===== config.mk =====
export PLATFORM = sky130hd
export DESIGN_NAME = aux_xfer_seq
export DESIGN_NICKNAME = d
export VERILOG_FILES = /design/src/rtl/aux_seq_pkg.sv /design/src/rtl/aux_us_timer.sv /design/src/rtl/aux_div_sel.sv /design/src/rtl/aux_rx_trim.sv /design/src/rtl/aux_xfer_seq.sv
export SDC_FILE = /design/constraint.sdc
export NUM_CORES = 1
export LEC_CHECK = 0
export CAP_MARGIN = 20
export CORE_AREA = 2 2 269 271
export CTS_BUF_LIST = sky130_fd_sc_hd__clkbuf_4
export CTS_CLUSTER_SIZE = 28
export DETAILED_ROUTE_END_ITERATION = 6
export DIE_AREA = 0 0 271 273
export PLACE_DENSITY = 0.57
export SLEW_MARGIN = 15
export SYNTH_ARGS = -nofsm -noshare
export SYNTH_HDL_FRONTEND = slang
export SYNTH_SLANG_ARGS = --single-unit
export TNS_END_PERCENT = 50

===== constraint.sdc =====
create_clock -name clk -period 3.6 [get_ports clk]
set_input_delay 0.54 -clock clk [delete_from_list [all_inputs] [get_ports clk]]
set_output_delay 0.54 -clock clk [all_outputs]
set_load 0.01 [all_outputs]

===== src/rtl/aux_seq_pkg.sv =====
package aux_seq_pkg;

    localparam int AUX_MAX_BYTES = 20;
    localparam int AUX_ATTEMPTS  = 5;
    localparam int AUX_POLLS     = 3;

    typedef enum logic [2:0] {
        RES_OK     = 3'd0,
        RES_BUSY   = 3'd1,
        RES_TOOBIG = 3'd2,
        RES_RXERR  = 3'd3,
        RES_TMO    = 3'd4
    } aux_res_e;

    typedef struct packed {
        logic done;
        logic tmo;
        logic rxe;
    } aux_stat_t;

    typedef enum logic [3:0] {
        S_IDLE, S_POLL, S_PGAP, S_CHECK, S_DSEL, S_SEND,
        S_ARM, S_WAIT, S_CLR, S_RGAP, S_NEXT, S_DONE
    } aux_state_e;

    // Code reported once every attempt has been used up.
    function automatic aux_res_e exhaust_code(aux_stat_t s);
        if (s.done && s.rxe) return RES_RXERR;
        if (s.done && s.tmo) return RES_TMO;
        return RES_BUSY;
    endfunction

endpackage


===== src/rtl/aux_us_timer.sv =====
module aux_us_timer #(
    parameter int CLK_HZ = 100_000_000,
    parameter int CNT_W  = 14
) (
    input  logic             clk,
    input  logic             rst,
    input  logic             load,
    input  logic [CNT_W-1:0] load_us,
    output logic             expired
);
    localparam int CYC_PER_US = (CLK_HZ / 1_000_000 < 1) ? 1 : CLK_HZ / 1_000_000;
    localparam int PRE_W      = $clog2(CYC_PER_US + 1);

    logic [PRE_W-1:0] pre_q;
    logic [CNT_W-1:0] rem_q;
    logic             tick;

    assign tick    = (pre_q == PRE_W'(CYC_PER_US - 1));
    assign expired = (rem_q == '0);

    always_ff @(posedge clk) begin
        if (rst) begin
            pre_q <= '0;
            rem_q <= '0;
        end else if (load) begin
            pre_q <= '0;
            rem_q <= load_us;
        end else if (rem_q != '0) begin
            if (tick) begin
                pre_q <= '0;
                rem_q <= rem_q - 1'b1;
            end else begin
                pre_q <= pre_q + 1'b1;
            end
        end
    end

    // the delay count never rises unless it is reloaded
    a_r11_count_down: assert property (@(posedge clk) disable iff (rst)
        (!load && rem_q != '0) |=> (rem_q <= $past(rem_q)));

endmodule


===== src/rtl/aux_div_sel.sv =====
module aux_div_sel #(
    parameter int NUM_DIV = 3,
    parameter int DIV_W   = 8,
    parameter int IDX_W   = 2,
    parameter logic [NUM_DIV*DIV_W-1:0] TABLE = '0
) (
    input  logic [IDX_W-1:0] idx,
    output logic [DIV_W-1:0] value
);
    logic [DIV_W-1:0] ent [NUM_DIV];

    for (genvar g = 0; g < NUM_DIV; g++) begin : g_ent
        assign ent[g] = TABLE[g*DIV_W +: DIV_W];
    end

    // An index past the end reads as zero, which ends the list.
    always_comb begin
        value = '0;
        for (int i = 0; i < NUM_DIV; i++) begin
            if (idx == IDX_W'(i)) value = ent[i];
        end
    end

endmodule


===== src/rtl/aux_rx_trim.sv =====
module aux_rx_trim #(
    parameter int MAX_BYTES = 20,
    parameter int LEN_W     = 5
) (
    input  logic [LEN_W-1:0]       rx_len,
    input  logic [LEN_W-1:0]       cap,
    input  logic [8*MAX_BYTES-1:0] rx_data,
    output logic                   len_bad,
    output logic [LEN_W-1:0]       eff_len,
    output logic [8*MAX_BYTES-1:0] eff_data
);
    assign len_bad = (rx_len == '0) || (rx_len > LEN_W'(MAX_BYTES));
    assign eff_len = (rx_len > cap) ? cap : rx_len;

    for (genvar g = 0; g < MAX_BYTES; g++) begin : g_byte
        assign eff_data[8*g +: 8] = (LEN_W'(g) < eff_len) ? rx_data[8*g +: 8] : 8'h00;
    end

endmodule


===== src/rtl/aux_xfer_seq.sv =====
module aux_xfer_seq
    import aux_seq_pkg::*;
#(
    parameter int CLK_HZ      = 100_000_000,
    parameter int POLL_GAP_US = 1000,
    parameter int RX_GAP_US   = 450,
    parameter int WDOG_US     = 10000,
    parameter int MAX_BYTES   = AUX_MAX_BYTES,
    parameter int LEN_W       = $clog2(MAX_BYTES + 1),
    parameter int NUM_DIV     = 3,
    parameter int DIV_W       = 8,
    parameter logic [NUM_DIV*DIV_W-1:0] DIV_TABLE = {8'd0, 8'd72, 8'd63}
) (
    input  logic                   clk,
    input  logic                   rst,
    input  logic                   req_start,
    input  logic [LEN_W-1:0]       req_tx_len,
    input  logic [LEN_W-1:0]       req_rx_cap,
    input  logic [8*MAX_BYTES-1:0] req_tx_data,
    output logic                   rsp_valid,
    output logic [2:0]             rsp_code,
    output logic [LEN_W-1:0]       rsp_rx_len,
    output logic [8*MAX_BYTES-1:0] rsp_rx_data,
    input  logic                   ch_busy,
    input  logic                   ch_done,
    input  logic                   ch_tmo_err,
    input  logic                   ch_rx_err,
    input  logic [LEN_W-1:0]       ch_rx_len,
    input  logic [8*MAX_BYTES-1:0] ch_rx_data,
    output logic                   ch_start,
    output logic                   ch_clear,
    output logic [DIV_W-1:0]       ch_div,
    output logic [LEN_W-1:0]       ch_tx_len,
    output logic [8*MAX_BYTES-1:0] ch_tx_data
);
    localparam int TMR_A   = (POLL_GAP_US > RX_GAP_US) ? POLL_GAP_US : RX_GAP_US;
    localparam int TMR_MAX = (TMR_A > WDOG_US) ? TMR_A : WDOG_US;
    localparam int CNT_W   = $clog2(TMR_MAX + 1);
    localparam int IDX_W   = $clog2(NUM_DIV + 1);
    localparam int ATT_W   = $clog2(AUX_ATTEMPTS);
    localparam int POLL_W  = $clog2(AUX_POLLS);

    aux_state_e             state_q;
    aux_stat_t              st_q;
    aux_res_e               code_q;
    logic [POLL_W-1:0]      poll_q;
    logic [ATT_W-1:0]       att_q;
    logic [IDX_W-1:0]       idx_q;
    logic [LEN_W-1:0]       tx_len_q, cap_q, rx_len_q, rsp_len_q;
    logic [8*MAX_BYTES-1:0] tx_data_q, rx_data_q, rsp_data_q;

    logic                   tmr_load, tmr_exp;
    logic [CNT_W-1:0]       tmr_val;
    logic [DIV_W-1:0]       div_val;
    logic                   len_bad;
    logic [LEN_W-1:0]       eff_len;
    logic [8*MAX_BYTES-1:0] eff_data;
    logic                   last_poll, last_att;

    aux_us_timer #(.CLK_HZ(CLK_HZ), .CNT_W(CNT_W)) u_timer (
        .clk(clk), .rst(rst), .load(tmr_load), .load_us(tmr_val), .expired(tmr_exp));

    aux_div_sel #(.NUM_DIV(NUM_DIV), .DIV_W(DIV_W), .IDX_W(IDX_W), .TABLE(DIV_TABLE)) u_div (
        .idx(idx_q), .value(div_val));

    aux_rx_trim #(.MAX_BYTES(MAX_BYTES), .LEN_W(LEN_W)) u_trim (
        .rx_len(rx_len_q), .cap(cap_q), .rx_data(rx_data_q),
        .len_bad(len_bad), .eff_len(eff_len), .eff_data(eff_data));

    assign last_poll = (poll_q == POLL_W'(AUX_POLLS - 1));
    assign last_att  = (att_q == ATT_W'(AUX_ATTEMPTS - 1));

    // One timer serves the poll gap, the attempt watchdog and the receive-error gap.
    always_comb begin
        tmr_load = 1'b0;
        tmr_val  = '0;
        unique case (state_q)
            S_POLL: if (ch_busy && !last_poll) begin
                tmr_load = 1'b1;
                tmr_val  = CNT_W'(POLL_GAP_US);
            end
            S_SEND: begin
                tmr_load = 1'b1;
                tmr_val  = CNT_W'(WDOG_US);
            end
            S_CLR: if (!st_q.tmo && st_q.rxe) begin
                tmr_load = 1'b1;
                tmr_val  = CNT_W'(RX_GAP_US);
            end
            default: ;
        endcase
    end

    always_ff @(posedge clk) begin
        if (rst) begin
            state_q    <= S_IDLE;
            st_q       <= '0;
            code_q     <= RES_OK;
            poll_q     <= '0;
            att_q      <= '0;
            idx_q      <= '0;
            tx_len_q   <= '0;
            cap_q      <= '0;
            rx_len_q   <= '0;
            rsp_len_q  <= '0;
            tx_data_q  <= '0;
            rx_data_q  <= '0;
            rsp_data_q <= '0;
        end else begin
            unique case (state_q)
                S_IDLE: if (req_start) begin
                    tx_len_q  <= req_tx_len;
                    cap_q     <= req_rx_cap;
                    tx_data_q <= req_tx_data;
                    poll_q    <= '0;
                    state_q   <= S_POLL;
                end
                S_POLL: begin
                    if (!ch_busy) begin
                        state_q <= S_CHECK;
                    end else if (last_poll) begin
                        code_q     <= RES_BUSY;
                        rsp_len_q  <= '0;
                        rsp_data_q <= '0;
                        state_q    <= S_DONE;
                    end else begin
                        poll_q  <= poll_q + 1'b1;
                        state_q <= S_PGAP;
                    end
                end
                S_PGAP: if (tmr_exp) state_q <= S_POLL;
                S_CHECK: begin
                    if (tx_len_q > LEN_W'(MAX_BYTES) || cap_q > LEN_W'(MAX_BYTES)) begin
                        code_q     <= RES_TOOBIG;
                        rsp_len_q  <= '0;
                        rsp_data_q <= '0;
                        state_q    <= S_DONE;
                    end else begin
                        idx_q   <= '0;
                        st_q    <= '0;
                        state_q <= S_DSEL;
                    end
                end
                S_DSEL: begin
                    if (div_val == '0) begin
                        code_q     <= exhaust_code(st_q);
                        rsp_len_q  <= '0;
                        rsp_data_q <= '0;
                        state_q    <= S_DONE;
                    end else begin
                        att_q   <= '0;
                        state_q <= S_SEND;
                    end
                end
                S_SEND: state_q <= S_ARM;
                S_ARM:  state_q <= S_WAIT;
                S_WAIT: begin
                    if (!ch_busy) begin
                        st_q      <= '{done: ch_done, tmo: ch_tmo_err, rxe: ch_rx_err};
                        rx_len_q  <= ch_rx_len;
                        rx_data_q <= ch_rx_data;
                        state_q   <= S_CLR;
                    end else if (tmr_exp) begin
                        st_q    <= '0;
                        state_q <= S_CLR;
                    end
                end
                S_CLR: begin
                    if (st_q.tmo) begin
                        state_q <= S_NEXT;
                    end else if (st_q.rxe) begin
                        state_q <= S_RGAP;
                    end else if (st_q.done) begin
                        code_q     <= len_bad ? RES_BUSY : RES_OK;
                        rsp_len_q  <= len_bad ? '0 : eff_len;
                        rsp_data_q <= len_bad ? '0 : eff_data;
                        state_q    <= S_DONE;
                    end else begin
                        state_q <= S_NEXT;
                    end
                end
                S_RGAP: if (tmr_exp) state_q <= S_NEXT;
                S_NEXT: begin
                    if (last_att) begin
                        idx_q   <= idx_q + 1'b1;
                        state_q <= S_DSEL;
                    end else begin
                        att_q   <= att_q + 1'b1;
                        state_q <= S_SEND;
                    end
                end
                S_DONE: state_q <= S_IDLE;
                default: state_q <= S_IDLE;
            endcase
        end
    end

    assign ch_start    = (state_q == S_SEND);
    assign ch_clear    = (state_q == S_CLR);
    assign ch_div      = div_val;
    assign ch_tx_len   = tx_len_q;
    assign ch_tx_data  = tx_data_q;
    assign rsp_valid   = (state_q == S_DONE);
    assign rsp_code    = code_q;
    assign rsp_rx_len  = rsp_len_q;
    assign rsp_rx_data = rsp_data_q;

    // a completion seen by the sequencer is cleared in the next cycle
    a_r6_clear_after_done: assert property (@(posedge clk) disable iff (rst)
        (state_q == S_WAIT && !ch_busy) |=> ch_clear);

    // never more than the allowed attempts per divider entry
    a_r5_attempt_bound: assert property (@(posedge clk) disable iff (rst)
        att_q <= ATT_W'(AUX_ATTEMPTS - 1));

    // a start never uses a zero divider
    a_r4_div_nonzero: assert property (@(posedge clk) disable iff (rst)
        ch_start |-> (ch_div != '0));

    // a timeout with attempts left goes straight to the next start
    a_r7_tmo_restart: assert property (@(posedge clk) disable iff (rst)
        (ch_clear && st_q.tmo && !last_att) |=> ##1 ch_start);

    // no start while the receive-error gap is running
    a_r8_gap_blocks: assert property (@(posedge clk) disable iff (rst)
        (state_q == S_RGAP && !tmr_exp) |=> !ch_start);

    // the response strobe lasts a single cycle
    a_r14_valid_pulse: assert property (@(posedge clk) disable iff (rst)
        rsp_valid |=> !rsp_valid);

    // a successful length never exceeds the capacity
    a_r9_len_cap: assert property (@(posedge clk) disable iff (rst)
        (rsp_valid && rsp_code == RES_OK) |-> (rsp_rx_len <= cap_q));

    // an oversized request never starts the channel
    a_r3_toobig_nostart: assert property (@(posedge clk) disable iff (rst)
        (state_q == S_CHECK && tx_len_q > LEN_W'(MAX_BYTES)) |=> !ch_start);

endmodule


* After elaboration in Yosys (flattened, before gate mapping)
Index checks and enable logic that the tools add are counted.
** Cells by class
- Mux-type cells :: 102
- Add/sub/neg operators :: 5
- Reductions and logical operators :: 31
- Equal/unequal tests :: 32
- Order comparisons :: 24
- Bitwise gates (word level) :: 1
** Operators with widths (number)
- 160-bit 2-to-1 mux :: 8
- 160-bit case mux with 4 select lines :: 1
- 8-bit 2-to-1 mux :: 20
- 3-bit 2-to-1 mux :: 16
- 5-bit 2-to-1 mux :: 9
- 4-bit case mux with 11 select lines :: 1
- 14-bit 2-to-1 mux :: 3
- 14-bit case mux with 3 select lines :: 1
- 4-bit by 5-bit < comparator with 1-bit output (first input constant) :: 8
- 4-bit 2-to-1 mux :: 9
- 2-bit inequality test (second input constant) :: 14
- 7-bit 2-to-1 mux :: 3
- 3-bit by 5-bit < comparator with 1-bit output (first input constant) :: 4
- 5-bit < comparator (first input constant) :: 4
- 5-bit case mux with 4 select lines :: 1
- 4-bit by 3-bit equality test with 1-bit output (second input constant) :: 4
- 4-bit equality test (second input constant) :: 4
- 5-bit > comparator (second input constant) :: 3
- 14-bit logical NOT :: 1
- 1-bit 2-to-1 mux :: 14
- 2-bit 2-to-1 mux :: 7
- 14-bit nonzero test :: 1
- 14-bit by 1-bit subtractor with 14-bit output (second input constant) :: 1
- 3-bit case mux with 2 select lines :: 2
- 35 further kinds :: 56
** Storage, ports and cells
- Logic and storage cells :: 212
- Bits in registers :: 538
- Output and inout port bits :: 344
- Bits of input ports :: 342

* Longest topological paths before layout
- Word-level depth :: 16
- Mapped depth :: 11
- Depth with buffers taken out :: 8

* By module
From an unflattened synthesis, not the netlist that was laid out.
** Unflattened totals
- Cell total of the unflattened synthesis :: 2774
- Area total of the unflattened synthesis :: 22301.4 um2
** Modules (own cells, without submodules)
- aux_xfer_seq :: area an instance 19057.0 um2, cells each 2327, sequential area each 10349.9 um2, times used 1
- aux_rx_trim :: area an instance 1865.5 um2, cells each 284, sequential area each 0.0 um2, times used 1
- aux_us_timer :: area an instance 1323.8 um2, cells each 154, sequential area each 420.4 um2, times used 1
- aux_div_sel :: area an instance 55.1 um2, cells each 9, sequential area each 0.0 um2, times used 1

* Worst setup path before layout
OpenSTA, ideal clock, no wires.
- Kind :: flip-flop to flip-flop
- Start point :: register cap_q[1]
- End point :: register rsp_data_q[48] (netlist: rsp_rx_data[48])
- Data required time :: 3483 ps
- Slack :: 911 ps
- Stages on the path, launching flop included :: 12
- Arrival :: 2572 ps
- Buffers on the path :: 3
- Period minus slack after synthesis :: 2689 ps
- Setup time :: 117 ps
- Cells stage by stage :: dfxtp_1 clkbuf_1 inv_1 ha_1 nand2b_1 a211o_4 and3_1 buf_6 a2111oi_4 buf_6 a31oi_4 a22o_1
** Between the ends
- Longest elaborated chain between the ends :: 9
- Elaborated cells between the ends (all ways) :: 13
- Classes of those cells :: order compare (3); eq/ne (1); mux (7); reduce/logical (2)
** Ends and longest elaborated chain
- start, declared :: line aux_xfer_seq.sv:49 : logic [LEN_W-1:0] tx_len_q, cap_q, rx_len_q, rsp_len_q;
- start signal, assigned :: line aux_xfer_seq.sv:113 : cap_q <= req_rx_cap;
- 5-bit > comparator :: line aux_rx_trim.sv:13 : assign eff_len = (rx_len > cap) ? cap : rx_len;
- 5-bit 2-to-1 mux :: line aux_rx_trim.sv:13
- 3-bit by 5-bit < comparator with 1-bit output :: line aux_rx_trim.sv:16 : assign eff_data[8*g +: 8] = (LEN_W'(g) < eff_len) ? rx_data[8*g +: 8] : 8'h00;
- 8-bit 2-to-1 mux :: line aux_rx_trim.sv:16
- 160-bit 2-to-1 mux :: line aux_xfer_seq.sv:176 : rsp_data_q <= len_bad ? '0 : eff_data;
- 160-bit 2-to-1 mux :: line aux_xfer_seq.sv:173 : end else if (st_q.done) begin
- 160-bit 2-to-1 mux :: line aux_xfer_seq.sv:171 : end else if (st_q.rxe) begin
- 160-bit 2-to-1 mux :: line aux_xfer_seq.sv:169 : if (st_q.tmo) begin
- 160-bit case mux with 4 select lines :: line aux_xfer_seq.sv:110 : unique case (state_q)
- end signal, assigned :: line aux_xfer_seq.sv:176
- end, declared :: line aux_xfer_seq.sv:50 : logic [8*MAX_BYTES-1:0] tx_data_q, rx_data_q, rsp_data_q;
Parallel ways exist; a longest one is shown, timed or not. The select of a mux whose other input is x is not followed.
A chain may end at the register's enable or synchronous reset.

* Final worst setup path
- Start point :: register state_q[2]
- End point :: output port ch_clear
** Between the ends
- Longest elaborated chain between the ends :: 1
** Ends and longest elaborated chain
- start, declared :: line aux_xfer_seq.sv:43 : aux_state_e state_q;
- start signal, assigned :: line aux_xfer_seq.sv:96 : state_q <= S_IDLE;
- start signal, assigned :: line aux_xfer_seq.sv:116 : state_q <= S_POLL;
- start signal, assigned :: line aux_xfer_seq.sv:120 : state_q <= S_CHECK;
- 4-bit equality test :: line aux_xfer_seq.sv:199 : assign ch_clear = (state_q == S_CLR);
- end, declared :: line aux_xfer_seq.sv:31 : output logic ch_clear,
No other way between the ends.

==> flow_metrics.tcl <==
set metrics [dict create \
    status "finished, final reports clean" \
    clock.fmax_mhz 294 \
    holdWs_ns 0.140 \
    vias 19300 \
    clockRootBuffer "clkbuf_4" \
    total_power_mw 16.3 \
    cpPeakStageDelay_ns 0.71 \
    r2r-start "cap_q[3]$_SDFFE_PP0P_" \
    hold_path.class "primary input to flip-flop" \
    cts_tree "yes" \
    syn_area_um2 19400 \
    place_area_um2 27100 \
    synth_seq_cells 538 \
    clk_pin_slew_ns 0.06 \
    ant_nets 0 \
    finalNonFillerCells 4103 \
    synth_cells 2239 \
    tightest_slew_ns 0.978 \
    stdcell_area_um2 30000 \
    relSlewSlack_pct 34.8 \
    arrival_ns 2.86 \
    numCtsBuffers 153 \
    synth-edff-count 0 \
    synth_warnings 0 \
    drtPass1Iterations 5 \
    yosys.area.top_type "dfxtp_1" \
    worstSetupEndpointType "output pin" \
    crit_start "state_q[2]$_SDFFE_PP0P_" \
    ys_seq_area_share_pct 55.5 \
    worstPathRequired_ns 3.06 \
    vias_per_cell 4.70 \
    overflow 0 \
    cp-start-kind "flip-flop" \
    synth.net_count 2594 \
    cts_htree_levels 4 \
    die_area_um2 74000 \
    die_h_um 273 \
    finalSetupViolCount 0 \
    finalCritPeriodShare_pct 94.4 \
    clk_path_buf_depth 3 \
    grt_pass1_wl_um 120000 \
    ioPinCount 686 \
    async_flop_share_pct 0 \
    grt_max_degree 129 \
    drv_cap 0 \
    final_net_count 3393 \
    wl_per_cell_um 20.0 \
    clock_latency_ns 0.99 \
    crit_chain "nor2_2 -> nand3_1 -> clkinv_1 -> clkdlybuf4s50_1" \
    place.gp.congestion 0.848 \
    slew_violations 0 \
    crit_family "buffers and inverters" \
    syn_avg_cell_area_um2 8.67 \
    crit_type "flip-flop to output pin" \
    cts_sinks 538 \
    path_max_fanout 15 \
    initial_utilization_pct 27.3 \
    layout_setup_ws_ns 0.203 \
    post-route-min-period_ns 3.40 \
    drive_above_1_share_pct 9.59 \
    synth_cell_types 69 \
    drtIter0Drc 888 \
    min_from "req_tx_data[154]" \
    cp.buffers_inverters 2 \
    port_buffers 684 \
    drc 0 \
    powerDensity_nw_per_um2 543 \
    die_w_um 271 \
    synthToLayoutAreaGrowth_pct 54.7 \
    core_region_area_um2 71000 \
    antenna_found_initial 16 \
    dpl.hpwl_um 60300 \
    synth_area_leaders "dfxtp_1 55%, nand2_1 14%, a21oi_1 9.3%" \
    rows 98 \
    synth_top_area_share_pct 55.5 \
    r2r_slack_ns 0.53 \
    dp_worst_setup_slack_ns 0.490 \
    grt_util_all_layers_pct 21.5 \
    p_leak_nw 10.7 \
    dpl.cell_count 3736 \
    synth_ff_type "dfxtp_1" \
    grt_pass1_vias 19700 \
    final-hold-violation-count 0 \
    wl_um 82200 \
    fin_worst_skew_ns 0.0844 \
    vdd_ir_drop_max_mv 0.357 \
    cpMaxStageDelayCell "clkdlybuf4s50_1" \
]
[final timing paths]
| check | endpoint | cells after the start |
|---|---|---|
| worst max register to register | rsp_rx_data[85]$_SDFFE_PP0P_ | 9 |
| worst min-delay path | ch_tx_data[154]$_SDFFE_PP0P_ | 3 |
| worst min register to register | rsp_rx_data[2]$_SDFFE_PP0P_ | 2 |
| worst max-delay path | ch_clear | 4 |
[layer usage]
metal,routed length [um],global-route usage [%]
met2,42400,38.9
met5,76,0
met3,6880,8.04
met4,2880,9.90
met1,30000,22.0
[cell type report]
type	count	area, um2
diodes	13	32.5
clock buffers	213	1600
clock inverters	44	329
fillers	6997	41000
inverters	22	82.6
multi-input cells	1517	7920
flip-flops and latches	538	10800
well taps	950	1190
repair buffers	806	8110
[metrics by stage]
stage	utilization [%]	TNS, ns
5_1_grt	42.3	-0.00414
3_3_place_gp	38.2	0
6_report	42.3	0
4_1_cts	42.3	0
2_1_floorplan	-	0
3_5_place_dp	38.2	0
[power by group]
part	internal, mW	total [mW]	switching [mW]
combinational	1.61	3.85	2.24
sequential	6.39	6.71	0.318
clock	3.03	5.74	2.71
[cells in the mapped netlist, types with 9 or more instances]
master and n:
nand2_1 724, nand3_1 14, o21ai_0 11, clkbuf_1 125, nor2_1 66, a22oi_1 11
nor3_1 16, inv_1 21, a31oi_1 10, o2bb2ai_1 12, dfxtp_1 538, ha_1 13
a21oi_1 360, buf_4 9, xnor2_1 10, and3_1 11, a22o_1 137, buf_2 24
[worst min-delay path, stage by stage]
cell	delay, ns
clkdlybuf4s50_1	0.40
nand2_1	0.06
a21oi_1	0.05
[repair_timing]
action / 4_1_cts / 5_1_grt
endpoints found under the setup margin: 1 / 1
gates resized for setup: 1 / 2
buffers inserted: 0 / 0
hold endpoints to repair: 141 / 0
hold buffers: 97 / 0
[flip-flops by register name (all words and copies together) (netlist names), 4 cells and up]
name / flops
rx_data_q: 160
ch_tx_data: 160
u_timer.pre_q: 7
u_timer.rem_q: 14
state_q: 4
rx_len_q: 5
cap_q: 5
rsp_rx_len: 5
ch_tx_len: 5
rsp_rx_data: 160
[cell families (layout without fill, tap and decap cells)]
kind of cell    count (synthesis)  count (layout)  share of synthesized area (%)
simple gates                  880             880                           18.2
compound gates                600             600                           20.3
flops                         538             538                           55.5
buf+inv                       184            1085                           3.96
xor+xnor                       17              17                          0.767
fa+ha+maj                      13              13                          0.838
mux                             6               6                          0.335
other cells                     1              14                         0.0193
[placed cells by master, fill, tap and decap left out, types with 8 or more instances in the layout]
cell type        count
clkbuf_4           213
o21ai_0             11
nand2_1            723
nor3_1              16
diode_2             13
a21oi_1            360
ha_1                13
dlygate4sd3_1       97
clkdlybuf4s50_1    683
dfxtp_1            536
nand3_1             13
or3_1                8
a2bb2oi_1            8
xnor2_1             10
o2bb2ai_1           12
a22oi_1             11
clkinv_1            24
buf_4               17
buf_12               8
a22o_1             137
a31oi_1             10
inv_1               21
nor2_1              64
and3_1              10
(Power assumes the default switching activity.)
